===== src/rtl/rxb_pkg.sv =====
package rxb_pkg;
  localparam int CHAR_W = 8;

  typedef struct packed {
    logic              brk;
    logic              frm;
    logic              par;
    logic [CHAR_W-1:0] data;
  } rx_char_t;

  typedef enum logic [2:0] {
    S_IDLE, S_START, S_DATA, S_PAR, S_STOP, S_HALF, S_BRK
  } rx_st_t;
endpackage


===== src/rtl/rxb_sync.sv =====
module rxb_sync #(
  parameter int   STAGES  = 2,
  parameter logic RST_VAL = 1'b1
) (
  input  logic clk,
  input  logic rst_n,
  input  logic d,
  output logic q
);
  logic [STAGES-1:0] sh_q, sh_d;

  always_comb sh_d = {sh_q[STAGES-2:0], d};

  always_ff @(posedge clk or negedge rst_n)
    if (!rst_n) sh_q <= {STAGES{RST_VAL}};
    else        sh_q <= sh_d;

  assign q = sh_q[STAGES-1];
endmodule


===== src/rtl/rxb_deser.sv =====
module rxb_deser
  import rxb_pkg::*;
#(
  parameter int OSR = 16
) (
  input  logic       clk,
  input  logic       rst_n,
  input  logic       en,
  input  logic       tick,
  input  logic       rxd_s,
  input  logic [1:0] char_len,
  input  logic       par_en,
  input  logic       par_odd,
  output logic       push,
  output rx_char_t   push_ent
);
  localparam int CW = $clog2(OSR);
  localparam logic [CW-1:0] C_START = CW'(OSR/2 - 2);
  localparam logic [CW-1:0] C_HALF  = CW'(OSR/2 - 1);
  localparam logic [CW-1:0] C_BIT   = CW'(OSR - 1);

  rx_st_t            st_q, st_d;
  logic [CW-1:0]     cnt_q, cnt_d;
  logic [2:0]        bit_q, bit_d;
  logic [CHAR_W-1:0] sh_q, sh_d;
  logic              pbit_q, pbit_d, last_q, last_d, hi_q, hi_d;
  logic [2:0]        last_idx;
  logic [CHAR_W-1:0] data_al;
  logic              perr, samp;

  always_comb begin
    last_idx = {1'b1, char_len};
    data_al  = sh_q >> (2'd3 - char_len);
    perr     = par_en & (^data_al ^ pbit_q ^ par_odd);
    samp     = tick && (cnt_q == C_BIT);
    st_d = st_q; cnt_d = cnt_q; bit_d = bit_q; sh_d = sh_q;
    pbit_d = pbit_q; last_d = last_q; hi_d = hi_q;
    push = 1'b0; push_ent = '0;
    if (!en) begin
      st_d = S_IDLE; last_d = rxd_s;
    end else begin
      if (tick && st_q != S_BRK && st_q != S_IDLE && !samp &&
          !(st_q == S_START && cnt_q == C_START) && !(st_q == S_HALF && cnt_q == C_HALF))
        cnt_d = cnt_q + 1'b1;
      case (st_q)
        S_IDLE: if (tick) begin
          last_d = rxd_s;
          if (last_q && !rxd_s) begin st_d = S_START; cnt_d = '0; end
        end
        S_START: if (tick && cnt_q == C_START) begin
          if (rxd_s) begin st_d = S_IDLE; last_d = 1'b1; end
          else begin st_d = S_DATA; cnt_d = '0; bit_d = '0; sh_d = '0; end
        end
        S_DATA: if (samp) begin
          cnt_d = '0;
          sh_d  = {rxd_s, sh_q[CHAR_W-1:1]};
          if (bit_q == last_idx) st_d = par_en ? S_PAR : S_STOP;
          else                   bit_d = bit_q + 1'b1;
        end
        S_PAR: if (samp) begin
          cnt_d = '0; pbit_d = rxd_s; st_d = S_STOP;
        end
        S_STOP: if (samp) begin
          cnt_d = '0;
          push  = 1'b1;
          push_ent.data = data_al;
          if (rxd_s) begin
            push_ent.par = perr; st_d = S_IDLE; last_d = 1'b1;
          end else if (data_al == '0 && !(par_en && pbit_q)) begin
            push_ent.brk = 1'b1; st_d = S_BRK; hi_d = 1'b0;
          end else begin
            push_ent.par = perr; push_ent.frm = 1'b1;
            if (data_al != '0) st_d = S_HALF;
            else begin st_d = S_IDLE; last_d = 1'b0; end
          end
        end
        S_HALF: if (tick && cnt_q == C_HALF) begin
          cnt_d = '0;
          if (!rxd_s) st_d = S_START;
          else begin st_d = S_IDLE; last_d = 1'b1; end
        end
        S_BRK: begin
          hi_d = rxd_s;
          if (rxd_s && hi_q) begin st_d = S_IDLE; last_d = 1'b1; end
        end
        default: st_d = S_IDLE;
      endcase
    end
  end

  always_ff @(posedge clk or negedge rst_n)
    if (!rst_n) begin
      st_q <= S_IDLE; cnt_q <= '0; bit_q <= '0; sh_q <= '0;
      pbit_q <= 1'b0; last_q <= 1'b1; hi_q <= 1'b0;
    end else begin
      st_q <= st_d; cnt_q <= cnt_d; bit_q <= bit_d; sh_q <= sh_d;
      pbit_q <= pbit_d; last_q <= last_d; hi_q <= hi_d;
    end


  start_reject_chk: assert property (@(posedge clk) disable iff (!rst_n)
    ($past(st_q) == S_START && st_q == S_IDLE && $past(en)) |-> $past(rxd_s));

  brk_exit_chk: assert property (@(posedge clk) disable iff (!rst_n)
    ($past(st_q) == S_BRK && st_q == S_IDLE && $past(en)) |-> ($past(rxd_s) && $past(rxd_s, 2)));

  brk_entry_chk: assert property (@(posedge clk) disable iff (!rst_n)
    (push && push_ent.brk) |-> (push_ent.data == '0 && !push_ent.frm && !push_ent.par));

  upper_zero_chk: assert property (@(posedge clk) disable iff (!rst_n)
    push |-> (((push_ent.data >> char_len) >> 5) == '0 && tick));
endmodule


===== src/rtl/rxb_fifo.sv =====
module rxb_fifo
  import rxb_pkg::*;
#(
  parameter int DEPTH = 16
) (
  input  logic     clk,
  input  logic     rst_n,
  input  logic     push,
  input  rx_char_t wr_ent,
  input  logic     pop,
  output rx_char_t head,
  output logic     head_ovr,
  output logic     empty
);
  localparam int AW = $clog2(DEPTH);

  rx_char_t         mem [DEPTH];
  logic [AW-1:0]    wp_q, wp_d, rp_q, rp_d;
  logic [AW:0]      cnt_q, cnt_d;
  logic [DEPTH-1:0] ovr_q, ovr_d;
  logic             full, wr_ok, rd_ok;

  always_comb begin
    full  = (cnt_q == (AW+1)'(DEPTH));
    empty = (cnt_q == '0);
    wr_ok = push && !full;
    rd_ok = pop && !empty;
    wp_d  = wp_q + AW'(wr_ok);
    rp_d  = rp_q + AW'(rd_ok);
    cnt_d = cnt_q + (AW+1)'(wr_ok) - (AW+1)'(rd_ok);
    ovr_d = ovr_q;
    if (wr_ok)             ovr_d[wp_q] = 1'b0;
    else if (push && full) ovr_d[wp_q - AW'(1)] = 1'b1;
  end

  always_ff @(posedge clk)
    if (wr_ok) mem[wp_q] <= wr_ent;

  always_ff @(posedge clk or negedge rst_n)
    if (!rst_n) begin
      wp_q <= '0; rp_q <= '0; cnt_q <= '0; ovr_q <= '0;
    end else begin
      wp_q <= wp_d; rp_q <= rp_d; cnt_q <= cnt_d; ovr_q <= ovr_d;
    end

  assign head     = mem[rp_q];
  assign head_ovr = ovr_q[rp_q];


  full_drop_chk: assert property (@(posedge clk) disable iff (!rst_n)
    (push && full && !pop) |=> (cnt_q == $past(cnt_q) && wp_q == $past(wp_q)));

  pop_empty_chk: assert property (@(posedge clk) disable iff (!rst_n)
    (pop && empty && !push) |=> (empty && rp_q == $past(rp_q)));

  pop_step_chk: assert property (@(posedge clk) disable iff (!rst_n)
    (pop && !empty && !push) |=> (cnt_q == $past(cnt_q) - 1'b1));
endmodule


===== src/rtl/uart_rx_brk.sv =====
module uart_rx_brk
  import rxb_pkg::*;
#(
  parameter int OSR   = 16,
  parameter int DEPTH = 16
) (
  input  logic       clk,
  input  logic       rst_n,
  input  logic       tick16,
  input  logic       rx_en,
  input  logic       rxd,
  input  logic [1:0] char_len,
  input  logic       par_en,
  input  logic       par_odd,
  input  logic       rd_pop,
  output logic [7:0] rd_data,
  output logic       rx_rdy,
  output logic       st_par_err,
  output logic       st_frm_err,
  output logic       st_brk,
  output logic       st_ovr_err
);
  logic [1:0] rs_q;
  logic       rst_ns, rxd_s, push, empty, head_ovr;
  rx_char_t   push_ent, head;

  always_ff @(posedge clk or negedge rst_n)
    if (!rst_n) rs_q <= 2'b00;
    else        rs_q <= {rs_q[0], 1'b1};
  assign rst_ns = rs_q[1];

  rxb_sync #(.STAGES(2), .RST_VAL(1'b1)) i_sync (
    .clk(clk), .rst_n(rst_ns), .d(rxd), .q(rxd_s));

  rxb_deser #(.OSR(OSR)) i_deser (
    .clk(clk), .rst_n(rst_ns), .en(rx_en), .tick(tick16), .rxd_s(rxd_s),
    .char_len(char_len), .par_en(par_en), .par_odd(par_odd),
    .push(push), .push_ent(push_ent));

  rxb_fifo #(.DEPTH(DEPTH)) i_fifo (
    .clk(clk), .rst_n(rst_ns), .push(push), .wr_ent(push_ent), .pop(rd_pop),
    .head(head), .head_ovr(head_ovr), .empty(empty));

  always_comb begin
    rx_rdy     = !empty;
    rd_data    = empty ? 8'h00 : head.data;
    st_par_err = !empty && head.par;
    st_frm_err = !empty && head.frm;
    st_brk     = !empty && head.brk;
    st_ovr_err = !empty && head_ovr;
  end
endmodule


===== config.mk =====
export PLATFORM = sky130hd
export DESIGN_NAME = uart_rx_brk
export DESIGN_NICKNAME = d
export VERILOG_FILES = /design/src/rtl/rxb_pkg.sv /design/src/rtl/rxb_sync.sv /design/src/rtl/rxb_deser.sv /design/src/rtl/rxb_fifo.sv /design/src/rtl/uart_rx_brk.sv
export SDC_FILE = /design/constraint.sdc
export NUM_CORES = 1
export LEC_CHECK = 0
export BUFFER_PORTS_ARGS = -buffer_cell sky130_fd_sc_hd__buf_2
export CORE_UTILIZATION = 60
export DETAILED_ROUTE_END_ITERATION = 8
export PLACE_DENSITY = 0.77
export REMOVE_ABC_BUFFERS = 1
export SYNTH_ARGS = -nofsm -noshare
export SYNTH_HDL_FRONTEND = slang
export SYNTH_SLANG_ARGS = --single-unit

===== constraint.sdc =====
create_clock -name clk -period 2.4 [get_ports clk]
set_input_delay 0.24 -clock clk [delete_from_list [all_inputs] [get_ports clk]]
set_output_delay 0.24 -clock clk [all_outputs]
set_load 0.01 [all_outputs]

### Word-level counts from Yosys, hierarchy flattened

Memories as Yosys holds them, arrays and structs flattened.
Cells that the tools add are included.

| storage, ports and cells | value |
|---|---|
| register bits after elaboration | 54 |
| RAM bits | 176 |
| input bits | 10 |
| output and inout port bits | 13 |
| word-level logic and storage cells | 181 |
| memories | 1 |

Memory list:

| name | depth | width | read ports | clocked after memory_dff | wr ports | RTL line | source |
|---|---|---|---|---|---|---|---|
| i_fifo.mem | 16 | 11 | 1 | 0 | 1 | rxb_fifo.sv:17 | `rx_char_t mem [DEPTH];` |

| operators by class | value |
|---|---|
| $add $sub $neg | 8 |
| magnitude comparators | 5 |
| equality and inequality tests | 31 |
| shift-type cells | 1 |
| mux-type cells | 70 |
| bitwise operators | 6 |
| reductions and logical operators | 46 |

Operators by type and width:

| operator | count |
|---|---|
| $mux 3 | 18 |
| $mux 11 | 3 |
| $mux 16 | 2 |
| $mux 8 | 4 |
| $mux 4 | 7 |
| $mux 1 | 24 |
| $logic_and 1x1->1 | 23 |
| $pmux 3 s7 | 1 |
| $ne 3x2->1 const B | 6 |
| $and 16x16->16 | 1 |
| $not 16->16 | 1 |
| $or 16x16->16 | 1 |
| $pmux 4 s4 | 1 |
| $pmux 8 s2 | 1 |
| $lt 4x5->1 const B | 3 |
| $ne 3x3->1 const B | 4 |
| $reduce_and 5->1 | 2 |
| $eq 3x3->1 const B | 3 |
| $reduce_and 9->1 | 1 |
| $add 4x1->4 | 2 |
| $demux 1 s4 | 2 |
| $eq 4x3->1 const B | 2 |
| $ge 4x1->1 const B | 2 |
| $logic_not 8->1 | 1 |
| other kinds (34) | 52 |

### Longest topological paths before layout

Gate-level depths: netlist of the first run.

| logic depth | value |
|---|---|
| depth in word-level cells | 11 |
| gate-level depth with buffers | 14 |
| depth with buffers taken out | 14 |

### Hierarchy

A second synthesis of the first run with hierarchy kept.

| unflattened totals | value |
|---|---|
| cell total of the unflattened synthesis | 664 |
| area total of the unflattened synthesis | 10,222.3 µm² |

Modules (own cells, without submodules):

| module | times used | cells an instance | area each (µm²) | seq. area each (µm²) |
|---|---|---|---|---|
| rxb_fifo | 1 | 445 | 8,309.2 | 6,010.8 |
| rxb_deser | 1 | 200 | 1,676.6 | 526.8 |
| uart_rx_brk | 1 | 17 | 183.9 | 50.0 |
| rxb_sync | 1 | 2 | 52.6 | 52.6 |

### Worst setup path after synthesis of the first run

Ideal clock, no wire load.

| timing | value |
|---|---|
| kind | register to register |
| start | register i_deser.cnt_q[0] |
| end | memory i_fifo.mem[2][0] (netlist bit), enable pin |
| setup time | 0.396 ns |
| data arrival time | 2.324 ns |
| path slack | -0.320 ns |
| stages on the path, launching flop included | 6 |
| buffers on the path | 0 |
| cells stage by stage | dfrtp_1 > ha_1 > and4_1 > nand3_1 > or3_1 > nor3_1 |

| between the ends | value |
|---|---|
| cells in the longest elaborated chain, start to end | 8 |

Ends and longest elaborated chain:

| item | RTL line | source |
|---|---|---|
| start, declared | rxb_deser.sv:23 | `logic [CW-1:0] cnt_q, cnt_d;` |
| start signal, assigned | rxb_deser.sv:93 | `st_q <= S_IDLE; cnt_q <= '0; bit_q <= '0; sh_q <= '0;` |
| start signal, assigned | rxb_deser.sv:96 | `st_q <= st_d; cnt_q <= cnt_d; bit_q <= bit_d; sh_q <= sh_d;` |
| $eq 4x4->1 | rxb_deser.sv:35 | `samp = tick && (cnt_q == C_BIT);` |
| $logic_and 1x1->1 | rxb_deser.sv:35 |  |
| $mux 1 | rxb_deser.sv:63 | `S_STOP: if (samp) begin` |
| $mux 1 | rxb_deser.sv:45 | `case (st_q)` |
| $mux 1 | rxb_deser.sv:39 | `if (!en) begin` |
| $logic_and 1x1->1 | rxb_fifo.sv:26 | `wr_ok = push && !full;` |
| $mux 1 | rxb_fifo.sv:37 | `if (wr_ok) mem[wp_q] <= wr_ent;` |
| $mux 1 (implied by the code) | rxb_fifo.sv:37 |  |
| end, declared | rxb_fifo.sv:17 |  |

No other way between the ends.

### Worst setup path after layout of the first run

| timing | value |
|---|---|
| start | register i_fifo.rp_q[0] |
| end | output rd_data[4] |

| between the ends | value |
|---|---|
| cells in the longest elaborated chain, start to end | 2 |

Ends and longest elaborated chain:

| item | RTL line | source |
|---|---|---|
| start, declared | rxb_fifo.sv:18 | `logic [AW-1:0] wp_q, wp_d, rp_q, rp_d;` |
| start signal, assigned | rxb_fifo.sv:43 | `wp_q <= wp_d; rp_q <= rp_d; cnt_q <= cnt_d; ovr_q <= ovr_d;` |
| $mem_v2 16x11 | - |  |
| $mux 8 | uart_rx_brk.sv:46 | `rd_data = empty ? 8'h00 : head.data;` |
| end, declared | uart_rx_brk.sv:16 | `output logic [7:0] rd_data,` |

No other way between the ends.

==> run summary, run 1 <==
- sum of internal, switching and leakage power: 11.1 mW
- Final Critical Period: 2.79 ns
- Hold Crit Class: input pin to async pin
- CP Data Arrival Time: 2.55 ns
- Cell Rows: 47
- maximum fanout along the worst path: 7
- detailed-route vias per instance: 6.26
- portion of netlist area occupied by mux cells: 14.8%
- crit-path cells: buf_6 -> buf_12 -> buf_12 -> mux4_2 -> mux4_2 -> and2_1 -> buf_2
- slew at the pin closest to its max-slew limit: 1.05 ns
- largest net degree at the start of global routing: 28
- highest ir drop seen on vdd: 0.564 mV
- Inserted Diodes: 0
- Die W: 132 µm
- Layout Cells excl Fill: 971
- Root Buffer: clkbuf_16
- HPWL Detailed: 14300 µm
- yosys synthesis warning count: 0
- PortBufs: 22
- ratio of cells with drive above 1 in the final layout: 31.6%
- antenna-violating nets left: 0
- most common cell after layout, fill and taps aside: edfxtp_1
- fraction of the yosys area taken by sequential cells: 65.7%
- Avg Inst Size Synth: 15.8 µm²
- r2r endpoint: i_fifo.cnt_q[4]
- combinational family with the most area after synthesis: multiplexers
- Leak Pwr: 4.09 nW
- Max Root-Sink Buffers: 3
- detailed-routing iteration count for the pre-antenna-repair pass: 4
- placed insts: 916
- global routing usage summed across all routing layers: 27.4%
- Yosys cell types: 59
- Routability Congestion: 0.897
- antenna violations before repair: 0
- vias after detailed routing: 6079
- Seq cells post-synth: 230
- path depth of the worst reg2reg path: 14
- slack of the critical path: -0.391 ns
- cell area after synthesis: 10100 µm²
- number of nets at the end of the flow: 764
- area share of fa/ha/maj cells after synthesis: 2.30%
- overall die area: 17400 µm²
- initial standard-cell utilization of the core: 61.1%
- failing checks: setup timing
- most frequent cells in the layout: edfxtp_1, buf_4, mux4_2
- H-Tree Level Count: 1
- critical path start-end classification: flip-flop to primary output
- Slew Viols, Final: 0
- post-synthesis simple-gate area fraction: 8.49%
- clock latency of the later-clocked register in the worst-skew pair: 0.51 ns
- RSZ-0062 raised after global routing: yes
- xor and xnor area share after synthesis: 1.56%
- combined area of the multi-input logic cells: 3320 µm²
- Hold Vio Cnt, Final: 0
- proportion of register bits with asynchronous set or reset after synthesis: 23.5%
- residual DRC count: 0
- footprint of the flip-flops and latches: 6640 µm²
- Setup Viol. Count Final: 12
- power density over the cells: 925 nW/µm²
- number of max-cap violations: 0
- sort of element at the start of the critical path: flip-flop
- Clock Skew: 0.0187 ns
- Total Routed Length: 23200 µm
- filler instances: 1004
- global-route congestion overflow total: 0
- worst slew margin relative to its limit: 29.5%
- crit path launch: i_fifo.rp_q[0]
- worst stage delay on the critical path: 0.50 ns
- Clock Sinks: 230
- first-pass GRT wire length: 35200 µm
- Critical Path RT: 2.16 ns
- kind of end point of the critical path: primary output
- area growth from synthesis to layout: 18.7%
- vias in the first global route: 6137
- IO Count: 23
- clk slew on worst S/H paths: 0.06 ns
- DRT iter0 DRCs: 522
- RR Startpoint: i_fifo.cnt_q[2]
- number of buffers created by CTS: 23
- count of mapped cells out of synthesis: 640
- slowest cell on the critical path: mux4_2
- f_max: 358 MHz
- CORE AREA: 16500 µm²
- Synth Area in Compound Gates: 4.51%
- fin crit share: 116%
- clock tree from TritonCTS: done
- vertical die dimension: 132 µm
- slack of the worst reg-to-reg path: 0.02 ns
- result of the run: complete, but fails checks
- average routed wire per standard cell: 23.9 µm
- flip-flop cell with the highest count after synthesis: edfxtp_1
- number of synthesized flops with an enable pin: 176
==> through the flow <==
step                      setup slack, ns  cell area [µm²]  util [%]  setup TNS [ns]  hold WS, ns
after floorplan                     -1.11             9920         -          -59.54      -0.0556
after global placement            -0.0848            11000      66.4         -0.0848       0.0266
after detailed placement           -0.293            11000      66.4           -2.71       0.0289
after CTS                          -0.425            11800      71.6           -4.80       0.0289
after global routing               -0.434            12000      72.5           -5.04       0.0314
final                              -0.391            12000      72.5           -4.31       0.0395
==> synth_stat cells, types with 2 or more instances <==
cell / count / share of area (%)
nor3b_1: 2 / 0.15
nor3_2: 3 / 0.30
or2_2: 2 / 0.12
xor2_1: 5 / 0.43
a31oi_1: 6 / 0.37
nand4_1: 4 / 0.25
buf_2: 14 / 0.69
or3b_1: 3 / 0.26
a311oi_1: 2 / 0.17
and3_1: 4 / 0.25
inv_1: 18 / 0.67
dfrtp_1: 51 / 13
o21ai_0: 4 / 0.20
mux2i_1: 8 / 0.79
nor4b_1: 2 / 0.17
o211ai_1: 2 / 0.15
nor3_1: 27 / 1.3
mux2_2: 4 / 0.45
o32ai_1: 2 / 0.17
inv_2: 2 / 0.074
nor2b_1: 2 / 0.12
and2_1: 13 / 0.81
or3_1: 2 / 0.12
nand2b_1: 2 / 0.12
o21ai_1: 17 / 0.84
ha_1: 17 / 2.1
o2111ai_1: 3 / 0.26
a21oi_1: 24 / 1.2
mux2_1: 2 / 0.22
nand2_1: 32 / 1.2
a32oi_1: 2 / 0.17
mux4_2: 60 / 13
buf_8: 2 / 0.30
edfxtp_1: 176 / 52
buf_1: 2 / 0.074
nor2_1: 48 / 1.8
nor4_1: 6 / 0.37
xnor2_1: 13 / 1.1
and3b_1: 2 / 0.17
nand3_1: 14 / 0.69
dfstp_2: 3 / 0.78
clkbuf_1: 16 / 0.59
==> power breakdown <==
part | switching, mW | internal, mW | total, mW
logic | 1.51 | 1.71 | 3.22
clock network | 1.44 | 1.87 | 3.31
registers | 0.149 | 4.40 | 4.55
==> critical path: cells and delay by family, from the launching register on <==
family,cells,cell delay [ns]
buf+inv,4,0.50
mux,2,0.98
simple gates,1,0.17
flops,1,0.39
==> metal layers <==
metal / up-vias / track usage [%] / routed length, µm
met5: - / 0 / 0
met4: 0 / 10.0 / 788
met3: 56 / 3.38 / 1480
met2: 296 / 47.8 / 12100
met1: 3049 / 35.6 / 8920
li1: 2678 / - / -
==> registers in the layout, summed over array words and instances, names as in the netlist, 2 cells and up <==
name and cells:
i_sync.sh_q 2, rs_q 2, i_fifo.ovr_q 16, i_deser.sh_q 8
i_fifo.rp_q 4, i_fifo.wp_q 4, i_fifo.cnt_q 5, i_deser.bit_q 3
i_fifo.mem 176, i_deser.cnt_q 4, i_deser.st_q 3
==> logic make-up after synthesis <==
kind of cell    Yosys count
flops                   230
simple gates            171
mux                      74
compound gates           73
buf+inv                  55
fa+ha+maj                18
xor+xnor                 18
other cells               1
==> layout make-up <==
cell class / instances / area share [%]
timing repair buffer: 106 / 8.22
inverter: 20 / 0.626
sequential: 230 / 55.4
multi-input combinational: 355 / 27.7
clock buffer: 28 / 4.96
tap: 220 / 2.30
clock inverter: 12 / 0.751
==> what timing repair did <==
item,4_1_cts,5_1_grt
setup endpoints to repair,32,130
hold buffers,2,0
pin swaps,2,8
hold endpoints to repair,3,0
gates cloned,1,2
buffers inserted,6,4
gates resized for setup,14,23
==> how the worst max path moves through the flow <==
stage                      endpoint  slack [ns]  depth (start not counted)
detailed placement  i_fifo.cnt_q[4]       -0.29                         14
floorplan                rd_data[0]       -1.11                          3
CTS                          st_brk       -0.43                          6
global placement    i_fifo.cnt_q[4]       -0.08                         14
finish                   rd_data[4]       -0.39                          7
global route             rd_data[4]       -0.43                          7
Note: power is estimated with default switching activity, not from simulation.
==> run 2: changes to the inputs <==
--- a/config.mk
+++ b/config.mk
@@ -5,6 +5,7 @@
 export SDC_FILE = /design/constraint.sdc
 export NUM_CORES = 1
 export LEC_CHECK = 0
+export ABC_AREA = 1
 export BUFFER_PORTS_ARGS = -buffer_cell sky130_fd_sc_hd__buf_2
 export CORE_UTILIZATION = 60
 export DETAILED_ROUTE_END_ITERATION = 8
@@ -13,3 +14,4 @@
 export SYNTH_ARGS = -nofsm -noshare
 export SYNTH_HDL_FRONTEND = slang
 export SYNTH_SLANG_ARGS = --single-unit
+export TNS_END_PERCENT = 30
==> run 2 against run 1 <==
Effect of this change:
- the run still ends with setup timing left
- sequential share of layout area fell by 4.3 points
- synthesized cell count rose by 63%
- worst hold slack got worse by 0.0030 ns
- fmax increased by 13%
- setup slack better by 0.32 ns
- sequential power increased by 2%
- non-clock buffer count up 12
- first-iteration DRC count grew 54%
==> run summary, run 2 <==
- register bank with the most flops: i_fifo.mem
- Slew Viols, Final: 0
- RSZ-0062 raised after global routing: yes
- Seq cells post-synth: 230
- critical path start-end classification: flip-flop to primary output
- worst slew margin relative to its limit: 34.0%
- net switching power: 5.30 mW
- area of all placed cells without fillers: 13000 µm²
- largest net degree at the start of global routing: 63
- clk slew on worst S/H paths: 0.06 ns
- Setup Viol. Count Final: 7
- power density over the cells: 1130 nW/µm²
- sort of element at the start of the critical path: flip-flop
- maximum fanout along the worst path: 6
- CP Data Arrival Time: 2.24 ns
- DRT iter0 DRCs: 803
- area growth from synthesis to layout: 22.0%
- antenna violations before repair: 0
- flip-flop cell with the highest count after synthesis: edfxtp_1
- Clock Sinks: 230
- number of buffers created by CTS: 24
- initial standard-cell utilization of the core: 61.6%
- ratio of cells with drive above 1 in the final layout: 22.9%
- detailed-routing iteration count for the pre-antenna-repair pass: 6
- filler instances: 1103
- residual DRC count: 0
- global-route congestion overflow total: 0
- highest ir drop seen on vdd: 1.09 mV
- kind of end point of the critical path: primary output
- average routed wire per standard cell: 20.0 µm
- antenna-violating nets left: 0
- placed cell area: 11300 µm²
- r2r endpoint: i_fifo.mem[0][8]
- switching power as a share of total power: 36.1%
- path depth of the worst reg2reg path: 8
- Leak Pwr: 5.32 nW
- Total Routed Length: 27700 µm
- setup_tns: -0.197 ns
- Hold Crit Class: input pin to async pin
- proportion of power drawn by the clock network: 27.3%
- Inserted Diodes: 0
- CORE AREA: 17300 µm²
- failing checks: setup timing
- slack of the critical path: -0.0758 ns
- sum of internal, switching and leakage power: 14.7 mW
- first-pass GRT wire length: 37800 µm
- clock tree from TritonCTS: done
- Max Root-Sink Buffers: 3
- Flop pwr share: 31.6%
- Cell Rows: 48
- slack of the worst reg-to-reg path: 0.04 ns
- Die W: 135 µm
- fraction of the yosys area taken by sequential cells: 62.3%
- RR Startpoint: i_deser.sh_q[4]
- Routability Congestion: 0.904
- overall die area: 18300 µm²
- vertical die dimension: 135 µm
- slew at the pin closest to its max-slew limit: 0.987 ns
- IO Count: 23
- clock latency of the later-clocked register in the worst-skew pair: 0.51 ns
- Root Buffer: clkbuf_16
- f_max: 404 MHz
- HPWL Detailed: 15200 µm
- Final Critical Period: 2.48 ns
- logic gate share of total power: 41.1%
- vias after detailed routing: 8243
- Yosys cell types: 41
- main area contributors after synthesis: edfxtp_1, dfrtp_1, nand2_1
- leading registers by flop count: i_fifo.mem (176), i_fifo.ovr_q (16), i_deser.sh_q (8)
- PortBufs: 22
- count of mapped cells out of synthesis: 1045
- leading area contributor after synthesis: edfxtp_1
- Critical Path RT: 2.16 ns
- internal power: 9.39 mW
- detailed-route vias per instance: 5.95
- final cell utilization of the core: 75.1%
- most frequent cells in the layout: nand2_1, edfxtp_1, nand3_1
- number of max-cap violations: 0
- number of synthesized flops with an enable pin: 176
- area share of the largest cell type after synthesis: 49.6%
- number of nets at the end of the flow: 1171
- Hold Vio Cnt, Final: 0
- vias in the first global route: 7463
- Avg Inst Size Synth: 10.2 µm²
- cell area after synthesis: 10700 µm²
- H-Tree Level Count: 1
- Post-Place Worst Slack: -0.353 ns
- Clock Skew: 0.00999 ns
- result of the run: complete, but fails checks
- global routing usage summed across all routing layers: 27.1%
- proportion of register bits with asynchronous set or reset after synthesis: 23.5%
- cell with the most instances after synthesis: nand2_1
- max reg flops: 176
- most common cell after layout, fill and taps aside: nand2_1
- fin crit share: 103%
- most instantiated cells after synthesis: nand2_1, edfxtp_1, nand3_1
- yosys synthesis warning count: 0
## run 2: cell count changes in the layout (fill, tap and decap cells not counted), sizes merged, moves of 35 or more
cell | before | now
nand2 | 32 | 254
nand3 | 14 | 134
mux4 | 60 | 0
inv | 21 | 79
o21ai | 21 | 61
nor2 | 48 | 84
a21oi | 24 | 59
## run 2: power by group through the flow
stage | Combinational [mW] | Sequential [mW] | Clock (mW)
3_3_place_gp | 4.21 | 4.69 | 0
3_5_place_dp | 4.31 | 4.70 | 0
6_report | 6.04 | 4.64 | 4.01
2_1_floorplan | 2.53 | 4.92 | 0
5_1_grt | 6.44 | 4.66 | 4.18
4_1_cts | 4.48 | 4.62 | 4.01
## run 2: worst max path at each step
stage	from	to	slack (ns)	cells after the start
floorplan	i_fifo.rp_q[0]	rd_data[7]	-1.30	7
global placement	char_len[0]	i_fifo.mem[3][8]	-0.25	9
global route	i_fifo.rp_q[0]	st_frm_err	-0.21	10
CTS	i_fifo.rp_q[2]	rd_data[0]	-0.07	6
finish	i_fifo.rp_q[0]	st_frm_err	-0.08	10
detailed placement	char_len[0]	i_fifo.mem[2][8]	-0.35	9
## run 2: critical path: stages, from the launching register on
cell     delay [ns]
dfrtp_4        0.53
buf_6          0.14
buf_6          0.12
buf_8          0.12
nand2_1        0.06
a21oi_1        0.07
nor3_1         0.27
nand2_1        0.13
nand2_2        0.10
nor2_1         0.05
buf_2          0.13
## run 2: per-stage QoR
stage                     instances  hold slack (ns)
after floorplan                 998          -0.0556
after detailed placement       1308           0.0262
after global routing           1386           0.0307
after CTS                      1355           0.0257
final                          1386           0.0365
after global placement         1308           0.0265
## run 2: kinds of logic (layout without fill, tap and decap cells)
logic type               count (synthesis)  after routing  synth area share [%]
XOR/XNOR                                14             14                  1.15
AO/OA/AOI/OAI                          137            137                  6.84
other                                    1              1                0.0352
adder cells (fa/ha/maj)                 18             18                  2.19
AND/OR/NAND/NOR                        510            510                  21.8
buffers and inverters                  129            245                  5.12
multiplexers                             6              6                 0.564
flip-flops                             230            230                  62.3
## run 2: layout make-up
cell class              instances  area, µm²  share of cell area [%]
inverters                      82        327                    2.51
repair inverters                1       16.3                   0.125
clock inverters                11        159                    1.22
flip-flops and latches        230       6650                    51.1
repair buffers                118       1150                    8.84
multi-input cells             686       3710                    28.6
well taps                     225        282                    2.17
clock buffers                  33        706                    5.43
## run 2: timing repair
action / CTS / global route
endpoints found under the setup margin: 29 / 110
gates resized for setup: 8 / 95
cloned: 1 / 13
hold endpoints to repair: 3 / 0
buffers inserted: 0 / 18
hold buffers: 2 / 0
pin swaps: 1 / 21
## run 2: metal layers
metal	part of all wire (%)	vias to the layer above	track usage, %
li1	-	3781	-
met1	38	3958	36.1
met2	49	421	46.1
met3	8.9	83	3.70
met4	3.5	0	9.36
met5	0	-	0
==> run 3: changes to the inputs <==
--- a/config.mk
+++ b/config.mk
@@ -7,6 +7,7 @@
 export LEC_CHECK = 0
 export ABC_AREA = 1
 export BUFFER_PORTS_ARGS = -buffer_cell sky130_fd_sc_hd__buf_2
+export CORE_ASPECT_RATIO = 1.25
 export CORE_UTILIZATION = 60
 export DETAILED_ROUTE_END_ITERATION = 8
 export PLACE_DENSITY = 0.77
==> run 3 against run 2 <==
Effect of this change:
- the flow still finishes with violations (setup timing)
- cell area fell by 3.9%
- setup slack improved by 0.012 ns
- worst hold slack improved by 0.013 ns
- combinational power fell by 15%
- sequential share of layout area rose by 2.1 points
- critical path depth fell by 1
- clock-buffer cell count fell by 1
- largest cell class unchanged
==> run summary, run 3 (synthesis results as in run 2) <==
- antenna-violating nets left: 0
- f_max: 406 MHz
- Slew Viols, Final: 0
- failing checks: setup timing
- Routability Congestion: 0.902
- highest ir drop seen on vdd: 0.615 mV
- combined area of the multi-input logic cells: 3620 µm²
- IO Count: 23
- number of max-cap violations: 0
- Critical Path RT: 2.16 ns
- RSZ-0062 raised after global routing: yes
- HPWL Detailed: 15300 µm
- CP Data Arrival Time: 2.22 ns
- H-Tree Level Count: 1
- vertical die dimension: 151 µm
- clock tree from TritonCTS: done
- detailed-route vias per instance: 5.80
- maximum fanout along the worst path: 17
- overall die area: 18300 µm²
- number of nets at the end of the flow: 1144
- antenna violations before repair: 0
- placed cell area: 11300 µm²
- kind of end point of the critical path: primary output
- most common cell after layout, fill and taps aside: nand2_1
- number of buffers created by CTS: 22
- leading registers by flop count: i_fifo.mem (176), i_fifo.ovr_q (16), i_deser.sh_q (8)
- register bank with the most flops: i_fifo.mem
- Crit path buffers/inverters: 4
- met3 routed wirelength: 1870 µm
- kind of cell adding the most delay to the critical path: flip-flops
- worst slew margin relative to its limit: 38.2%
- CORE AREA: 17400 µm²
- Clock Skew: 0.00589 ns
- Hold Vio Cnt, Final: 0
- WL met2: 13400 µm
- met1 wire length: 9570 µm
- clk slew on worst S/H paths: 0.06 ns
- clock latency of the later-clocked register in the worst-skew pair: 0.50 ns
- Cell Rows: 54
- top routing layer in use: met4
- most frequent cells in the layout: nand2_1, edfxtp_1, nand3_1
- Die W: 121 µm
- slowest cell on the critical path: dfrtp_4
- setup_tns: -0.209 ns
- Final Critical Period: 2.46 ns
- crit-path cells: clkinv_8 -> buf_4 -> clkbuf_16 -> nand2_1 -> nand3_1 -> nand3_1 -> a21oi_1 -> o21a_1 -> buf_2
- area of all placed cells without fillers: 12500 µm²
- footprint of the flip-flops and latches: 6650 µm²
- vias after detailed routing: 7864
- fin crit share: 103%
- Inserted Diodes: 0
- placed insts: 1304
- max reg flops: 176
- Clock Sinks: 230
- vias in the first global route: 7598
- Max Root-Sink Buffers: 3
- slew at the pin closest to its max-slew limit: 0.923 ns
- slack of the critical path: -0.0637 ns
- result of the run: complete, but fails checks
- residual DRC count: 0
- Leak Pwr: 5.04 nW
- filler instances: 1202
- Setup Viol. Count Final: 6
- sort of element at the start of the critical path: flip-flop
- DRT iter0 DRCs: 756
- initial standard-cell utilization of the core: 61.1%
- first-pass GRT wire length: 38000 µm
- Layout Cells excl Fill: 1356
- critical path start-end classification: flip-flop to primary output
- Root Buffer: clkbuf_16
- Hold Crit Class: input pin to async pin
- largest net degree at the start of global routing: 85
- global routing usage summed across all routing layers: 27.1%
- worst stage delay on the critical path: 0.57 ns
- ratio of cells with drive above 1 in the final layout: 19.3%
- average routed wire per standard cell: 18.7 µm
- Total Routed Length: 25300 µm
- crit-path most repeated cell: nand3_1
- detailed-routing iteration count for the pre-antenna-repair pass: 6
- area growth from synthesis to layout: 17.2%
- global-route congestion overflow total: 0
- power density over the cells: 1080 nW/µm²
- PortBufs: 22
## run 3: metrics by stage
stage	hold WS, ns	power [mW]	setup WS, ns	utilization (%)
after floorplan	-0.0556	7.46	-1.30	-
after global placement	0.0258	8.89	-0.290	64.9
after detailed placement	0.0255	8.97	-0.459	64.9
after CTS	0.0404	12.7	0.00496	69.6
after global routing	0.0617	14.1	-0.167	71.6
final	0.0495	13.4	-0.0637	71.6
## run 3: final cells by class
class | instances | area share, %
Multi-Input combinational cell | 686 | 29.0
Clock inverter | 8 | 1.12
Timing Repair Buffer | 94 | 6.87
Sequential cell | 230 | 53.2
Tap cell | 224 | 2.24
Inverter | 82 | 2.59
Clock buffer | 32 | 4.96
## run 3: what timing repair did
action / in CTS / in global routing
setup endpoints to repair: 29 / 140
hold buffers: 2 / 0
cloned: 0 / 6
gates resized for setup: 12 / 43
buffers inserted: 0 / 4
pin swaps: 1 / 17
endpoints found under the hold margin: 3 / 0
## run 3: worst paths after layout
path	end	startpoint	cells after the start	slack, ns
min reg2reg	i_deser.cnt_q[3]	rs_q[1]	0	0.25
min in group clk	i_fifo.rp_q[0]	rd_pop	5	0.23
max	rd_data[5]	i_fifo.rp_q[0]	9	-0.06
max reg2reg	i_fifo.cnt_q[4]	i_fifo.cnt_q[2]	15	0.03
min	rs_q[1]	rst_n	2	0.05
max in group asynchronous	i_sync.sh_q[1]	rs_q[1]	1	1.48
## run 3: power by group
part | internal (mW) | total, mW | leakage (nW) | switching (mW)
sequential | 4.44 | 4.66 | 2.17 | 0.220
clock | 2.22 | 3.63 | 0.372 | 1.41
combinational | 1.96 | 5.14 | 2.50 | 3.19
total | 8.62 | 13.4 | 5.04 | 4.81
## run 3: layer usage
metal	up-vias	track usage, %
li1	3725	-
met1	3727	34.8
met2	371	48.3
met3	41	3.20
met4	0	8.02
met5	-	0
